<file path="config.mk">
export PLATFORM = sky130hd
export DESIGN_NAME = fbx_unit
export DESIGN_NICKNAME = d
export VERILOG_FILES = /design/src/rtl/fbx_pkg.sv /design/src/rtl/fbx_cmp.sv /design/src/rtl/fbx_ops.sv /design/src/rtl/fbx_stage.sv /design/src/rtl/fbx_unit.sv
export SDC_FILE = /design/constraint.sdc
export NUM_CORES = 1
export LEC_CHECK = 0
export ABC_CLOCK_PERIOD_IN_PS = 3300
export CORE_UTILIZATION = 48
export DETAILED_ROUTE_END_ITERATION = 10
export GPL_ROUTABILITY_DRIVEN = 0
export PLACE_DENSITY = 0.79
export SLEW_MARGIN = 15
export SYNTH_ARGS = -nofsm -noshare
export SYNTH_HDL_FRONTEND = slang
export SYNTH_HIERARCHICAL = 1
export SYNTH_SLANG_ARGS = --single-unit
</file>
<file path="constraint.sdc">
create_clock -name clk -period 3.3 [get_ports clk]
set_input_delay 0.66 -clock clk [delete_from_list [all_inputs] [get_ports clk]]
set_output_delay 0.66 -clock clk [all_outputs]
set_load 0.03 [all_outputs]
</file>
<file path="src/rtl/fbx_pkg.sv">
package fbx_pkg;

  localparam int FX_DW   = 32;
  localparam int FX_LW   = 4;
  localparam int FX_STG  = 2;

  localparam logic [FX_DW-1:0] FX_ONE  = 32'h3F80_0000;
  localparam logic [FX_DW-1:0] FX_SEED = 32'h5F37_59DF;

  typedef enum logic [3:0] {
    FX_NOP  = 4'd0,  FX_ADD  = 4'd1,  FX_SUB  = 4'd2,  FX_MUL  = 4'd3,
    FX_ABS  = 4'd4,  FX_F2I  = 4'd5,  FX_I2F  = 4'd6,  FX_VOUT = 4'd7,
    FX_SIN  = 4'd8,  FX_COS  = 4'd9,  FX_GT   = 4'd10, FX_EQ   = 4'd11,
    FX_CPY  = 4'd12, FX_SEL  = 4'd13, FX_SGN  = 4'd14, FX_RSQ  = 4'd15
  } fx_op_e;

  typedef struct packed {
    logic [3:0]       op;
    logic             unsup;
    logic [FX_LW-1:0] lat;
    logic [FX_DW-1:0] res;
  } fx_pay_t;

  function automatic logic [FX_LW-1:0] fx_latency(input logic [3:0] op);
    case (op)
      FX_ADD, FX_SUB: fx_latency = 4'd5;
      FX_MUL:         fx_latency = 4'd7;
      FX_F2I:         fx_latency = 4'd2;
      FX_I2F:         fx_latency = 4'd3;
      FX_SIN, FX_COS: fx_latency = 4'd4;
      FX_NOP, FX_VOUT: fx_latency = 4'd0;
      default:        fx_latency = FX_LW'(FX_STG);
    endcase
  endfunction

  function automatic logic fx_is_unsup(input logic [3:0] op);
    case (op)
      FX_ADD, FX_SUB, FX_MUL, FX_F2I, FX_I2F, FX_VOUT, FX_SIN, FX_COS:
        fx_is_unsup = 1'b1;
      default: fx_is_unsup = 1'b0;
    endcase
  endfunction

endpackage

</file>
<file path="src/rtl/fbx_cmp.sv">
module fbx_cmp
  import fbx_pkg::*;
#(
  parameter int DW = FX_DW
) (
  input  logic [DW-1:0] a,
  input  logic [DW-1:0] b,
  output logic          gt,
  output logic          eq
);
  localparam int SB = DW - 1;
  localparam logic [DW-1:0] TOPBIT = {1'b1, {(DW-1){1'b0}}};

  logic          zero_pair;
  logic [DW-1:0] key_a, key_b;

  // Monotonic key: positives get the top bit set, negatives are inverted.
  always_comb begin
    zero_pair = ~|a[SB-1:0] & ~|b[SB-1:0];
    key_a     = a[SB] ? ~a : (a | TOPBIT);
    key_b     = b[SB] ? ~b : (b | TOPBIT);
    eq        = zero_pair | (a == b);
    gt        = ~zero_pair & (key_a > key_b);
  end

endmodule

</file>
<file path="src/rtl/fbx_ops.sv">
module fbx_ops
  import fbx_pkg::*;
#(
  parameter int DW  = FX_DW,
  parameter int FLW = 32
) (
  input  logic [3:0]     op,
  input  logic [DW-1:0]  a,
  input  logic [DW-1:0]  b,
  input  logic [FLW-1:0] flags,
  output fx_pay_t        pay
);
  localparam int SB = DW - 1;

  logic a_gt_b, a_eq_b;
  logic b_neg;

  fbx_cmp #(.DW(DW)) i_cmp (.a(a), .b(b), .gt(a_gt_b), .eq(a_eq_b));

  always_comb begin
    b_neg     = b[SB] & |b[SB-1:0];
    pay.op    = op;
    pay.lat   = fx_latency(op);
    pay.unsup = fx_is_unsup(op);
    pay.res   = '0;
    case (op)
      FX_ABS: pay.res = {1'b0, a[SB-1:0]};
      FX_CPY: pay.res = a;
      FX_SEL: pay.res = (|flags) ? a : b;
      FX_SGN: pay.res = {a[SB] ^ b_neg, a[SB-1:0]};
      FX_GT:  pay.res = a_gt_b ? FX_ONE : '0;
      FX_EQ:  pay.res = a_eq_b ? FX_ONE : '0;
      FX_RSQ: pay.res = FX_SEED - (a >> 1);
      default: pay.res = '0;
    endcase
  end

endmodule

</file>
<file path="src/rtl/fbx_stage.sv">
module fbx_stage #(
  parameter int W = 8
) (
  input  logic         clk,
  input  logic         rst_n,
  input  logic         i_valid,
  output logic         i_ready,
  input  logic [W-1:0] i_data,
  output logic         o_valid,
  input  logic         o_ready,
  output logic [W-1:0] o_data
);
  assign i_ready = ~o_valid | o_ready;

  always_ff @(posedge clk) begin
    if (!rst_n) begin
      o_valid <= 1'b0;
      o_data  <= '0;
    end else if (i_ready) begin
      o_valid <= i_valid;
      if (i_valid) o_data <= i_data;
    end
  end

endmodule

</file>
<file path="src/rtl/fbx_unit.sv">
module fbx_unit
  import fbx_pkg::*;
#(
  parameter int STAGES = FX_STG,
  parameter int FLW    = 32
) (
  input  logic             clk,
  input  logic             rst_n,
  input  logic             in_valid,
  output logic             in_ready,
  input  logic [3:0]       in_op,
  input  logic [FX_DW-1:0] in_a,
  input  logic [FX_DW-1:0] in_b,
  input  logic [FLW-1:0]   in_flags,
  output logic             out_valid,
  input  logic             out_ready,
  output logic [FX_DW-1:0] out_result,
  output logic [FX_LW-1:0] out_latency,
  output logic             out_unsup
);
  localparam int PW = $bits(fx_pay_t);

  fx_pay_t       head, tail;
  logic [3:0]    tail_op;
  logic [PW-1:0] dat [STAGES+1];
  logic          vld [STAGES+1];
  logic          rdy [STAGES+1];

  fbx_ops #(.DW(FX_DW), .FLW(FLW)) i_ops (
    .op(in_op), .a(in_a), .b(in_b), .flags(in_flags), .pay(head)
  );

  assign dat[0]       = head;
  assign vld[0]       = in_valid;
  assign in_ready     = rdy[0];
  assign rdy[STAGES]  = out_ready;

  for (genvar g = 0; g < STAGES; g++) begin : g_stage
    fbx_stage #(.W(PW)) i_stage (
      .clk(clk), .rst_n(rst_n),
      .i_valid(vld[g]), .i_ready(rdy[g]), .i_data(dat[g]),
      .o_valid(vld[g+1]), .o_ready(rdy[g+1]), .o_data(dat[g+1])
    );
  end

  assign tail        = fx_pay_t'(dat[STAGES]);
  assign tail_op     = tail.op;
  assign out_valid   = vld[STAGES];
  assign out_result  = tail.res;
  assign out_latency = tail.lat;
  assign out_unsup   = tail.unsup;

endmodule

</file>
Yosys cells after proc, flatten, opt, wreduce, memory -nomap -nowiden
Memories as Yosys holds them, arrays and structs flattened. A register that Yosys moved wholly into a read port is not among the register bits.
Index checks and enable logic that the tools add are counted.
Widths: inputs -> output; s select.
{ "word_totals": {"register_bits": 76, "rom_bits": 64, "output_inout_bits": 39, "word_cells": 43, "n_memories": 2} }
{ "memory_table": {"columns": ["memory", "words", "width", "read_ports", "rd_clocked_by_memory_dff", "wr", "line_no", "rtl"], "rows": [
  ["(name not given)", 16, 3, 1, 1, 0, "fbx_pkg.sv:25", "case (op)"],
  ["(name not given)", 16, 1, 1, 1, 0, "fbx_pkg.sv:37", "case (op)"]
]} }
{ "op_classes": {"n_addsub": 1, "n_lt_le_gt_ge": 1, "n_eq_ne": 8, "muxes": 6, "bitwise_logic": 12, "reduce_logical": 9} }
{ "op_table": {"columns": ["operator", "count"], "rows": [
  ["$pmux 32 s7", 1],
  ["$mux 32", 3],
  ["$not 32->32", 2],
  ["$reduce_or 31->1", 2],
  ["$mux 30", 2],
  ["$eq 32x32->1", 1],
  ["$gt 32x32->1", 1],
  ["$reduce_or 32->1", 1],
  ["$sub 31x31->32 const A", 1],
  ["$eq 4x4->1 const B", 6],
  ["$eq 4x3->1 const B", 1],
  ["$logic_not 1->1", 4],
  ["$reduce_and 2->1", 2],
  ["$and 1x1->1", 3],
  ["$not 1->1", 3],
  ["$or 1x1->1", 3],
  ["$xor 1x1->1", 1]
]} }

Longest topological paths before layout
{ "logic_depth": {"ltp_word": 7, "depth_mapped": 16} }

Cells and area by module
Netlist, hierarchy kept.
{ "by_module_without_submodules": {"columns": ["module", "n_inst", "cells_per_inst", "area_per_inst_um2"], "rows": [
  ["fbx_stage", 2, 183, 1720.4],
  ["fbx_cmp", 1, 215, 1770.4],
  ["fbx_ops", 1, 222, 1515.2]
]} }

Worst setup path before layout
Ideal clock, no wire load.
{ "synth_path": {"path_kind": "input to register", "startpoint": "in in_a[31]", "endpoint": "reg g_stage[0].i_stage.o_data[29]", "setup_time_ns": 0.072, "t_arrival_ns": 3.236, "path_slack_ns": -0.008, "stages": 16, "path_buffers": 2, "cell_sequence": "clkbuf_1 -> buf_2 -> xor2_1 -> ha_1 -> nand4_1 -> or2_1 -> a211oi_2 -> o31ai_1 -> a21oi_1 -> mux2i_1 -> nor3_1 -> a21oi_1 -> o21a_1 -> o21ai_0 -> nand2_1 -> mux2i_1"} }
{ "synth_rtl": {"columns": ["item", "line_no", "rtl"], "rows": [
  ["start: declaration", "fbx_unit.sv:12", "input logic [FX_DW-1:0] in_a,"],
  ["end signal: assignment", "fbx_stage.sv:21", "if (i_valid) o_data <= i_data;"],
  ["end: declaration", "fbx_stage.sv:11", "output logic [W-1:0] o_data"]
]} }

==> flow_metrics.tcl <==
set metrics [dict create \
    finalNetCount 1092 \
    path_common_cell "mux2i_1" \
    antenna_found_initial 0 \
    synth_nets 904 \
    p_per_area_nw_per_um2 338 \
    stdcell_count 1132 \
    synth_cells 767 \
    cts_max_level 3 \
    power_mw 2.95 \
    drc_errors 0 \
    cts_tree "yes" \
    grtUsageTotal_pct 26.2 \
    setup_viol 0 \
    totalWireLength_um 18100 \
    overflow 0 \
    dp.cells 1115 \
    antenna_cells 0 \
    area_growth_syn_to_layout_pct 36.6 \
    core-area_um2 12800 \
    clk_pin_slew_ns 0.06 \
    r2r_start "g_stage[1].i_stage/o_valid" \
    io_pins 143 \
    setup.worst_path.start "in_a[15]" \
    vias_per_cell 5.57 \
    final_area_um2 8740 \
    critPathCaptureType "register" \
    cp_num_buf_inv 1 \
    regArea_um2 1520 \
    die_area_um2 13800 \
    crit_type "input pin to register" \
    tns_ns 0 \
    grt_pass1_wl_um 29900 \
    final.fill_count 1046 \
    ctsLongestPathBuffers 2 \
    crit_chain "clkdlybuf4s50_1 > xor2_1 > ha_1 > nand4_1 > nor2_1 > a221o_1 > o31ai_2 > a21oi_1 > mux2i_1 > nor3_4 > a221oi_2 > o21ai_1 > nand2_1 > mux2i_1" \
    dpl_cell_area_um2 8330 \
    drtPass1Iterations 7 \
    drt-wirelength-per-cell_um 16.0 \
    hold_path.class "register to register" \
    clock_latency_ns 0.33 \
    synth_area_um2 6400 \
    first_iter_violations 820 \
    grt_max_degree 69 \
    critPathMaxStageDelay_ns 0.53 \
    grt_pass1_vias 6035 \
    skew_ns 0.00586 \
    final_layout_size_suffix_gt1_share_pct 13.8 \
    post-route-period-util_pct 96.5 \
    io_buffers 142 \
    cts_root_buffer "clkbuf_16" \
    clkSinkCount 76 \
    fin_crit_ns 3.18 \
    maxCapViolCount 0 \
    cp-start-kind "input pin" \
    vias 6303 \
    fmax_mhz 314 \
    hold_violations 0 \
    dieWidth_um 117 \
    final_max_slew_viol_count 0 \
    peakVddDrop_mv 0.196 \
    route.antenna.remaining_nets 0 \
    required_ns 3.48 \
    worstMarginPinSlew_ns 0.644 \
    synth_warnings 6 \
    slew-limit-headroom_pct 57.1 \
    worst_path_max_delay_cell "clkdlybuf4s50_1" \
    dp_hpwl_um 13800 \
    critPathTopFamily "compound AO/OA/AOI/OAI gates" \
    min-delay-start "g_stage[1].i_stage/o_data[11]" \
    status "finished clean" \
    avgSynthCellArea_um2 8.34 \
    initial_core_util_pct 49.9 \
    p_leak_nw 3.42 \
    multi_input_area_um2 4540 \
    rows 41 \
    worstPathArrival_ns 3.37 \
    worstPathMaxFanout 7 \
    die_height_um 117 \
    cts_buffers 9 \
]
placed cells by master (no fill, tap or decap), types with 3 or more instances in the layout:
| master | instances |
|---|---|
| nand2_1 | 171 |
| clkdlybuf4s50_1 | 138 |
| mux2i_1 | 83 |
| buf_4 | 83 |
| dfxtp_1 | 76 |
| xnor2_1 | 65 |
| xor2_1 | 49 |
| ha_1 | 33 |
| nor4_1 | 29 |
| nor2_1 | 25 |
| nand4_1 | 24 |
| a21oi_1 | 20 |
| a221o_1 | 16 |
| nand3_1 | 11 |
| clkbuf_16 | 9 |
| o21ai_1 | 9 |
| o21ai_0 | 7 |
| a22oi_1 | 7 |
| nor4_2 | 6 |
| a21o_1 | 6 |
| inv_1 | 5 |
| and3_1 | 5 |
| o221ai_1 | 5 |
| nor3_1 | 5 |
| a21oi_2 | 4 |
| bufinv_16 | 3 |
| o211ai_1 | 3 |
| a311oi_1 | 3 |
| nor3_2 | 3 |
| nor2b_1 | 3 |
| o21a_1 | 3 |
| a211oi_1 | 3 |
| buf_12 | 3 |
worst paths after layout:
kind | endpoint | slack (ns) | depth (start not counted)
max | g_stage[0].i_stage/o_data[23] | 0.12 | 14
min | g_stage[1].i_stage/o_data[11] | 0.45 | 2
max reg2reg | g_stage[0].i_stage/o_data[21] | 1.84 | 4
min reg2reg | g_stage[1].i_stage/o_data[11] | 0.45 | 2
layout make-up:
class | count | share of cell area [%]
clock buffers | 12 | 2.94
clock inverters | 4 | 1.09
inverters | 5 | 0.215
multi-input cells | 636 | 52.0
flip-flops and latches | 76 | 17.4
well taps | 172 | 2.46
repair buffers | 227 | 23.9
power by group:
group          internal [mW]  switching (mW)  total, mW
combinational          0.428           0.439      0.867
clock                  0.778           0.351       1.13
sequential             0.944          0.0142      0.958
repair_timing:
| item | CTS | global route |
|---|---|---|
| pin swaps | 0 | 8 |
| setup endpoints to repair | 1 | 7 |
| cloned | 0 | 0 |
| hold buffers | 0 | 0 |
| gates resized for setup | 1 | 11 |
| setup buffers | 0 | 1 |
through the flow:
step	setup WS (ns)	hold slack (ns)	utilization [%]
after floorplan	0.142	0.435	-
after global placement	-0.266	0.442	65.0
after detailed placement	-0.376	0.449	65.0
after CTS	0.00971	0.458	67.7
after global routing	-0.0152	0.476	68.1
final	0.115	0.454	68.1
tightest hold or removal path: cells and delay by family, from the launching register on:
family | cells | cell delay [ns]
simple gates | 1 | 0.05
flops | 1 | 0.30
mux | 1 | 0.05
state kept, by name (all words and copies together), names as in the netlist:
| signal | cells |
|---|---|
| g_stage.i_stage/o_data | 74 |
| g_stage.i_stage/o_valid | 2 |
metal layers:
| layer | wire, um | vias to the layer above | global-route usage, % |
|---|---|---|---|
| met5 | 0 | - | 0 |
| met4 | 482 | 0 | 11.0 |
| met3 | 1470 | 46 | 3.65 |
| met2 | 8150 | 357 | 40.2 |
| met1 | 8020 | 2795 | 36.4 |
| li1 | - | 3105 | - |
Power figures use the tool's default switching activity.
